$ cat src/rtl/sltx_pkg.sv
package sltx_pkg;
    typedef enum logic [1:0] {
        ST_GAP  = 2'd0,
        ST_MSG  = 2'd1,
        ST_FILL = 2'd2
    } tx_state_e;
endpackage

$ cat src/rtl/sltx_pair_mux.sv
module sltx_pair_mux #(
    parameter int SYNC_W = 8,
    localparam int PAIR_W = 2 * SYNC_W,
    localparam int CW = $clog2(PAIR_W)
) (
    input  logic [SYNC_W-1:0] sync_a,
    input  logic [SYNC_W-1:0] sync_b,
    input  logic [CW-1:0]     idx,
    output logic              pair_bit
);
    logic [PAIR_W-1:0] pair_w;

    // Bit k of the pair word is the k-th bit on the line: sync_a LSB first, then sync_b.
    for (genvar k = 0; k < SYNC_W; k++) begin : g_pack
        assign pair_w[k]          = sync_a[k];
        assign pair_w[SYNC_W + k] = sync_b[k];
    end

    always_comb begin
        pair_bit = 1'b1;
        for (int k = 0; k < PAIR_W; k++) begin
            if (idx == CW'(k)) pair_bit = pair_w[k];
        end
    end
endmodule

$ cat src/rtl/sltx_sequencer.sv
module sltx_sequencer
    import sltx_pkg::*;
#(
    parameter int SYNC_W = 8,
    localparam int PAIR_W = 2 * SYNC_W,
    localparam int CW = $clog2(PAIR_W)
) (
    input  logic          clk,
    input  logic          rst_n,
    input  logic          bit_en,
    input  logic          msg_active,
    input  logic          msg_bit,
    input  logic          fill_sync,
    input  logic          pair_bit,
    output logic [CW-1:0] pair_idx,
    output logic          tx_bit,
    output logic          msg_take,
    output logic          rts_q_o
);
    localparam logic [CW-1:0] LAST_IDX = CW'(PAIR_W - 1);

    typedef struct packed {
        tx_state_e     st;
        logic [CW-1:0] cnt;
        logic          rts;
    } seq_t;

    seq_t s_d, s_q;

    always_comb begin
        s_d      = s_q;
        tx_bit   = 1'b1;
        msg_take = 1'b0;
        // The pair mux is indexed by the counter; position 0 when the fill starts from a message.
        pair_idx = (s_q.st == ST_FILL) ? s_q.cnt : '0;
        if (bit_en) begin
            unique case (s_q.st)
                ST_GAP: begin
                    tx_bit = 1'b1;
                    if (fill_sync) begin
                        s_d.st  = ST_FILL;
                        s_d.cnt = '0;
                        s_d.rts = 1'b1;
                    end else if (msg_active) begin
                        s_d.st  = ST_MSG;
                        s_d.rts = 1'b1;
                    end else begin
                        s_d.rts = 1'b0;
                    end
                end
                ST_MSG: begin
                    if (msg_active) begin
                        tx_bit   = msg_bit;
                        msg_take = 1'b1;
                        s_d.rts  = 1'b1;
                    end else if (fill_sync) begin
                        tx_bit  = pair_bit;
                        s_d.st  = ST_FILL;
                        s_d.cnt = CW'(1);
                        s_d.rts = 1'b1;
                    end else begin
                        tx_bit  = 1'b1;
                        s_d.st  = ST_GAP;
                        s_d.rts = 1'b0;
                    end
                end
                ST_FILL: begin
                    tx_bit  = pair_bit;
                    s_d.rts = 1'b1;
                    if (s_q.cnt == LAST_IDX) begin
                        s_d.cnt = '0;
                        if (msg_active)      s_d.st = ST_MSG;
                        else if (!fill_sync) s_d.st = ST_GAP;
                    end else begin
                        s_d.cnt = s_q.cnt + CW'(1);
                    end
                end
                default: begin
                    s_d.st  = ST_GAP;
                    s_d.cnt = '0;
                    s_d.rts = 1'b0;
                end
            endcase
        end
    end

    always_ff @(posedge clk) begin
        if (!rst_n) begin
            s_q.st  <= ST_GAP;
            s_q.cnt <= '0;
            s_q.rts <= 1'b0;
        end else begin
            s_q <= s_d;
        end
    end

    assign rts_q_o = s_q.rts;

    // a bit is taken only in an enabled slot while the message is live
    a_r6_take_qualified: assert property (@(posedge clk) disable iff (!rst_n)
        msg_take |-> (bit_en && msg_active && s_q.st == ST_MSG));

    // no message may start before the pair is complete
    a_r9_pair_not_cut: assert property (@(posedge clk) disable iff (!rst_n)
        (bit_en && s_q.st == ST_FILL && s_q.cnt != LAST_IDX) |=> (s_q.st == ST_FILL));

    // RTS is held while filling with sync characters
    a_r2_rts_in_fill: assert property (@(posedge clk) disable iff (!rst_n)
        (s_q.st == ST_FILL) |-> s_q.rts);

    // a message request in a ones gap raises RTS and enters the message one slot early
    a_r7_lead_slot: assert property (@(posedge clk) disable iff (!rst_n)
        (bit_en && s_q.st == ST_GAP && msg_active && !fill_sync) |=> (s_q.rts && s_q.st == ST_MSG));

    // the end of a message in ones mode drops RTS
    a_r8_rts_drop: assert property (@(posedge clk) disable iff (!rst_n)
        (bit_en && s_q.st == ST_MSG && !msg_active && !fill_sync) |=> !s_q.rts);
endmodule

$ cat src/rtl/sltx_line_coder.sv
module sltx_line_coder (
    input  logic clk,
    input  logic rst_n,
    input  logic bit_en,
    input  logic nrzi_sel,
    input  logic bit_in,
    output logic line_q_o
);
    logic line_d, line_q;

    always_comb begin
        line_d = line_q;
        if (bit_en) begin
            if (nrzi_sel) line_d = bit_in ? line_q : ~line_q;
            else          line_d = bit_in;
        end
    end

    always_ff @(posedge clk) begin
        if (!rst_n) line_q <= 1'b1;
        else        line_q <= line_d;
    end

    assign line_q_o = line_q;

    // level coding places the bit on the line
    a_r3_level: assert property (@(posedge clk) disable iff (!rst_n)
        (bit_en && !nrzi_sel) |=> (line_q == $past(bit_in)));

    // in transition coding a one holds the level
    a_r4_one_holds: assert property (@(posedge clk) disable iff (!rst_n)
        (bit_en && nrzi_sel && bit_in) |=> $stable(line_q));

    // in transition coding a zero flips the level
    a_r4_zero_flips: assert property (@(posedge clk) disable iff (!rst_n)
        (bit_en && nrzi_sel && !bit_in) |=> (line_q != $past(line_q)));

    // the line only moves on enabled slots
    a_r10_line_hold: assert property (@(posedge clk) disable iff (!rst_n)
        !bit_en |=> $stable(line_q));
endmodule

$ cat src/rtl/sync_line_tx.sv
module sync_line_tx #(
    parameter int SYNC_W = 8
) (
    input  logic              clk,
    input  logic              rst_n,
    input  logic              bit_en,
    input  logic              msg_active,
    input  logic              msg_bit,
    output logic              msg_take,
    input  logic [SYNC_W-1:0] sync_a,
    input  logic [SYNC_W-1:0] sync_b,
    input  logic              fill_sync,
    input  logic              nrzi_sel,
    output logic              line_out,
    output logic              rts_out
);
    localparam int CW = $clog2(2 * SYNC_W);

    logic [CW-1:0] pair_idx;
    logic          pair_bit;
    logic          tx_bit;

    sltx_pair_mux #(.SYNC_W(SYNC_W)) u_pair (
        .sync_a   (sync_a),
        .sync_b   (sync_b),
        .idx      (pair_idx),
        .pair_bit (pair_bit)
    );

    sltx_sequencer #(.SYNC_W(SYNC_W)) u_seq (
        .clk        (clk),
        .rst_n      (rst_n),
        .bit_en     (bit_en),
        .msg_active (msg_active),
        .msg_bit    (msg_bit),
        .fill_sync  (fill_sync),
        .pair_bit   (pair_bit),
        .pair_idx   (pair_idx),
        .tx_bit     (tx_bit),
        .msg_take   (msg_take),
        .rts_q_o    (rts_out)
    );

    sltx_line_coder u_coder (
        .clk      (clk),
        .rst_n    (rst_n),
        .bit_en   (bit_en),
        .nrzi_sel (nrzi_sel),
        .bit_in   (tx_bit),
        .line_q_o (line_out)
    );

    // with RTS low in steady level coding, the line rests at one
    a_r1_idle_ones: assert property (@(posedge clk) disable iff (!rst_n)
        (!rts_out && !nrzi_sel && $stable(nrzi_sel)) |-> line_out);

    // RTS only moves on enabled slots
    a_r10_rts_hold: assert property (@(posedge clk) disable iff (!rst_n)
        !bit_en |=> $stable(rts_out));
endmodule

$ cat config.mk
export PLATFORM = sky130hd
export DESIGN_NAME = sync_line_tx
export DESIGN_NICKNAME = d
export VERILOG_FILES = /design/src/rtl/sltx_pkg.sv /design/src/rtl/sltx_pair_mux.sv /design/src/rtl/sltx_sequencer.sv /design/src/rtl/sltx_line_coder.sv /design/src/rtl/sync_line_tx.sv
export SDC_FILE = /design/constraint.sdc
export NUM_CORES = 1
export LEC_CHECK = 0
export BUFFER_PORTS_ARGS = -buffer_cell sky130_fd_sc_hd__clkbuf_2
export CAP_MARGIN = 20
export CORE_MARGIN = 3
export CORE_UTILIZATION = 31
export CTS_CLUSTER_DIAMETER = 50
export DETAILED_ROUTE_END_ITERATION = 8
export GPL_TIMING_DRIVEN = 0
export HOLD_SLACK_MARGIN = 0.1
export PLACE_DENSITY = 0.5
export SLEW_MARGIN = 20
export SYNTH_ARGS = -nofsm -noshare
export SYNTH_HDL_FRONTEND = slang
export SYNTH_SLANG_ARGS = --single-unit
export TNS_END_PERCENT = 5
$ cat constraint.sdc
create_clock -name clk -period 2.3 [get_ports clk]
set_input_delay 0.115 -clock clk [delete_from_list [all_inputs] [get_ports clk]]
set_output_delay 0.115 -clock clk [all_outputs]
set_load 0.05 [all_outputs]
==> flow_summary.yaml <==
synth:
  postSynth.asyncResetShare: 0
  synth_area_per_cell_um2: 7.69
  synth_cells: 111
  synthDistinctLibCells: 46
  synth_nets: 139
  synth.area.top_cells: "dfxtp_1 19%, ha_1 7.3%, nand2_1 4.4%"
  synth-seq-cells: 8
  ys.flop_type: "dfxtp_1"
  synth_edf_count: 0
  yosys.area.top_type: "dfxtp_1"
  yosysSeqAreaShare: 0.188
  synth_common_cells: "10 x nand2_1, 8 x dfxtp_1, 7 x a21oi_1"
  yosysTopAreaCellShare: 0.188
  synth.most_common_cell: "nand2_1"
  syn_area_um2: 853
  yosysWarnings: 0
clocking:
  postCtsSetupBuffers: 0
  clock_path_buffers: 2
  clock_sinks: 8
  clk_pin_slew_worst_paths_ps: 50
  root_buffer: "clkbuf_4"
  cts_buffers: 3
  htreeDepth: 1
  hold_buffers: 0
  cts_resized: 0
  cts_tree: "yes"
  clock_latency_ps: 250
sta:
  finalMaxSlewViolations: 0
  hold_violations: 0
  setup_violations: 0
  skew_ps: 3.38
  worst_pin_slew_ps: 414
  rsz0062_at_grt: "false"
  final.min_clock_period_ps: 2010
  fmax_mhz: 496
  maxSlewHeadroom: 0.724
  finalCritPeriodShare: 0.876
  tns_ps: 0
cells_and_area:
  drive_gt1_frac: 0.290
  final_cells: 168
  syn_to_final_growth_pct: 21.1
  seq_area_um2: 160
  antennaDiodeCount: 0
  multi_input_area_um2: 622
  n_fill_cell: 284
  final_util: 0.406
  num-nets-final: 168
global_routing:
  grt_max_degree: 11
  grtUsageTotal: 0.133
  antenna_found_initial: 0
  grt_pass1_wl_mm: 3.53
  gr-total-overflow: 0
  grt_pass1_vias: 808
worst_setup_path:
  crit_required_ps: 2440
  critPathArrivalTime_ps: 2150
  end_kind: "flop"
  timing.rr.start: "u_seq.s_q[5]"
  rr_worst_depth: 8
  crit_type: "flop to flop"
  rr_endpoint: "u_coder.line_q_o"
  r2r_slack_ps: 290
  cp_max_fo: 10
  cp-start-kind: "flop"
die:
  chipWidth_um: 58.5
  start_util: 0.335
  design.core.area_um2: 2540
  num_rows: 18
  die_area_um2: 3420
  die_h_um: 58.5
  ioPinCount: 26
route:
  firstDrtPassIters: 4
  antenna_left: 0
  drt_iter0_markers: 18
  met2_wirelength_um: 897
  drc: 0
  wl_met1_um: 985
  vias: 850
  post_drt_wl_per_cell_um: 11.9
  viasPerCell: 5.06
  wirelength_mm: 2.01
  routed.top_layer: "met4"
  wl_met3_um: 104
pwr:
  power_density_nw_per_um2: 393
  vdd_drop_max_uv: 259
  fin_total_pwr_uw: 406
  leakagePower_nw: 0.446
job:
  cap_violations: 0
hold_path:
  holdPathStages: 2
  hp-class: "input pin to flop"
  min_delay_worst_endpoint: "u_coder.line_q_o"
  hp-start: "rst_n"
placement:
  placedCellCount: 165
  dp_hpwl_mm: 1.67
  routabilityCongestion: 0.790
  port_buffers: 24
status:
  outcome: "completed"
-- worst max-delay path: stages, from the launching register on --
cell	delay, ps
dfxtp_1	360
inv_1	100
ha_1	230
buf_2	240
o221ai_1	140
a2bb2oi_1	160
a221oi_1	430
o21a_1	190
o21ai_1	50
-- routing by layer --
metal,vias up,global-route usage
met5,-,0
met4,0,0.0596
met3,2,0.0219
met2,18,0.207
met1,373,0.178
li1,457,-
-- worst max-delay path by stage --
stage / startpoint / to / slack (ps) / cells past startpoint
6_report: u_seq.s_q[5] / u_coder.line_q_o / 290 / 8
5_1_grt: u_seq.s_q[5] / u_coder.line_q_o / 60 / 8
3_5_place_dp: u_seq.s_q[5] / u_coder.line_q_o / 240 / 8
4_1_cts: u_seq.s_q[5] / u_coder.line_q_o / 240 / 8
3_3_place_gp: u_seq.s_q[5] / u_coder.line_q_o / 260 / 8
2_1_floorplan: u_seq.s_q[5] / u_seq.s_q[6] / 520 / 7
-- layout make-up --
class                           count  area share
Sequential cell                     8       0.155
Multi-Input combinational cell     91       0.602
Tap cell                           30      0.0363
Buffer                              6      0.0472
Clock buffer                        3      0.0218
Timing Repair Buffer               24       0.116
Inverter                            6      0.0218
-- registers in the layout (all words and copies together) (netlist names) --
name              count
u_coder.line_q_o      1
u_seq.rts_q_o         1
u_seq.s_q             6
-- cell usage in the layout (no fill, tap or decap), types with 3 or more instances in the layout --
cell type  count
buf_6          3
nand2_1       10
mux2i_1        3
dfxtp_1        8
nor3_1         4
a21boi_0       3
nand2b_1       4
inv_1          6
nand3_1        3
buf_2          3
ha_1           5
nor2_1         6
clkbuf_2      24
a21oi_1        7
nor2b_1        3
and2_1         3
clkbuf_4       3
o21ai_0        5
-- power breakdown --
group | switching [mW] | leakage [nW] | internal [mW]
logic | 0.0801 | 0.367 | 0.0644
registers | 0.00911 | 0.0653 | 0.147
clock network | 0.0453 | 0.0138 | 0.0596
total | 0.135 | 0.446 | 0.271
-- through the flow --
stage / instance area [µm²] / setup WS [ps] / hold slack, ps
after floorplan: 853 / 521 / 195
after global placement: 1010 / 264 / 380
after detailed placement: 1010 / 237 / 396
after CTS: 1030 / 235 / 130
after global routing: 1030 / 56.0 / 144
final: 1030 / 285 / 123
-- cell families after synthesis --
| group | share of synthesized area |
|---|---|
| AND/OR/NAND/NOR | 0.296 |
| AO/OA/AOI/OAI | 0.287 |
| buffers and inverters | 0.0836 |
| flip-flops | 0.188 |
| multiplexers | 0.0616 |
| adder cells (fa/ha/maj) | 0.0733 |
| XOR/XNOR | 0.0103 |
(Power assumes the default switching activity.)
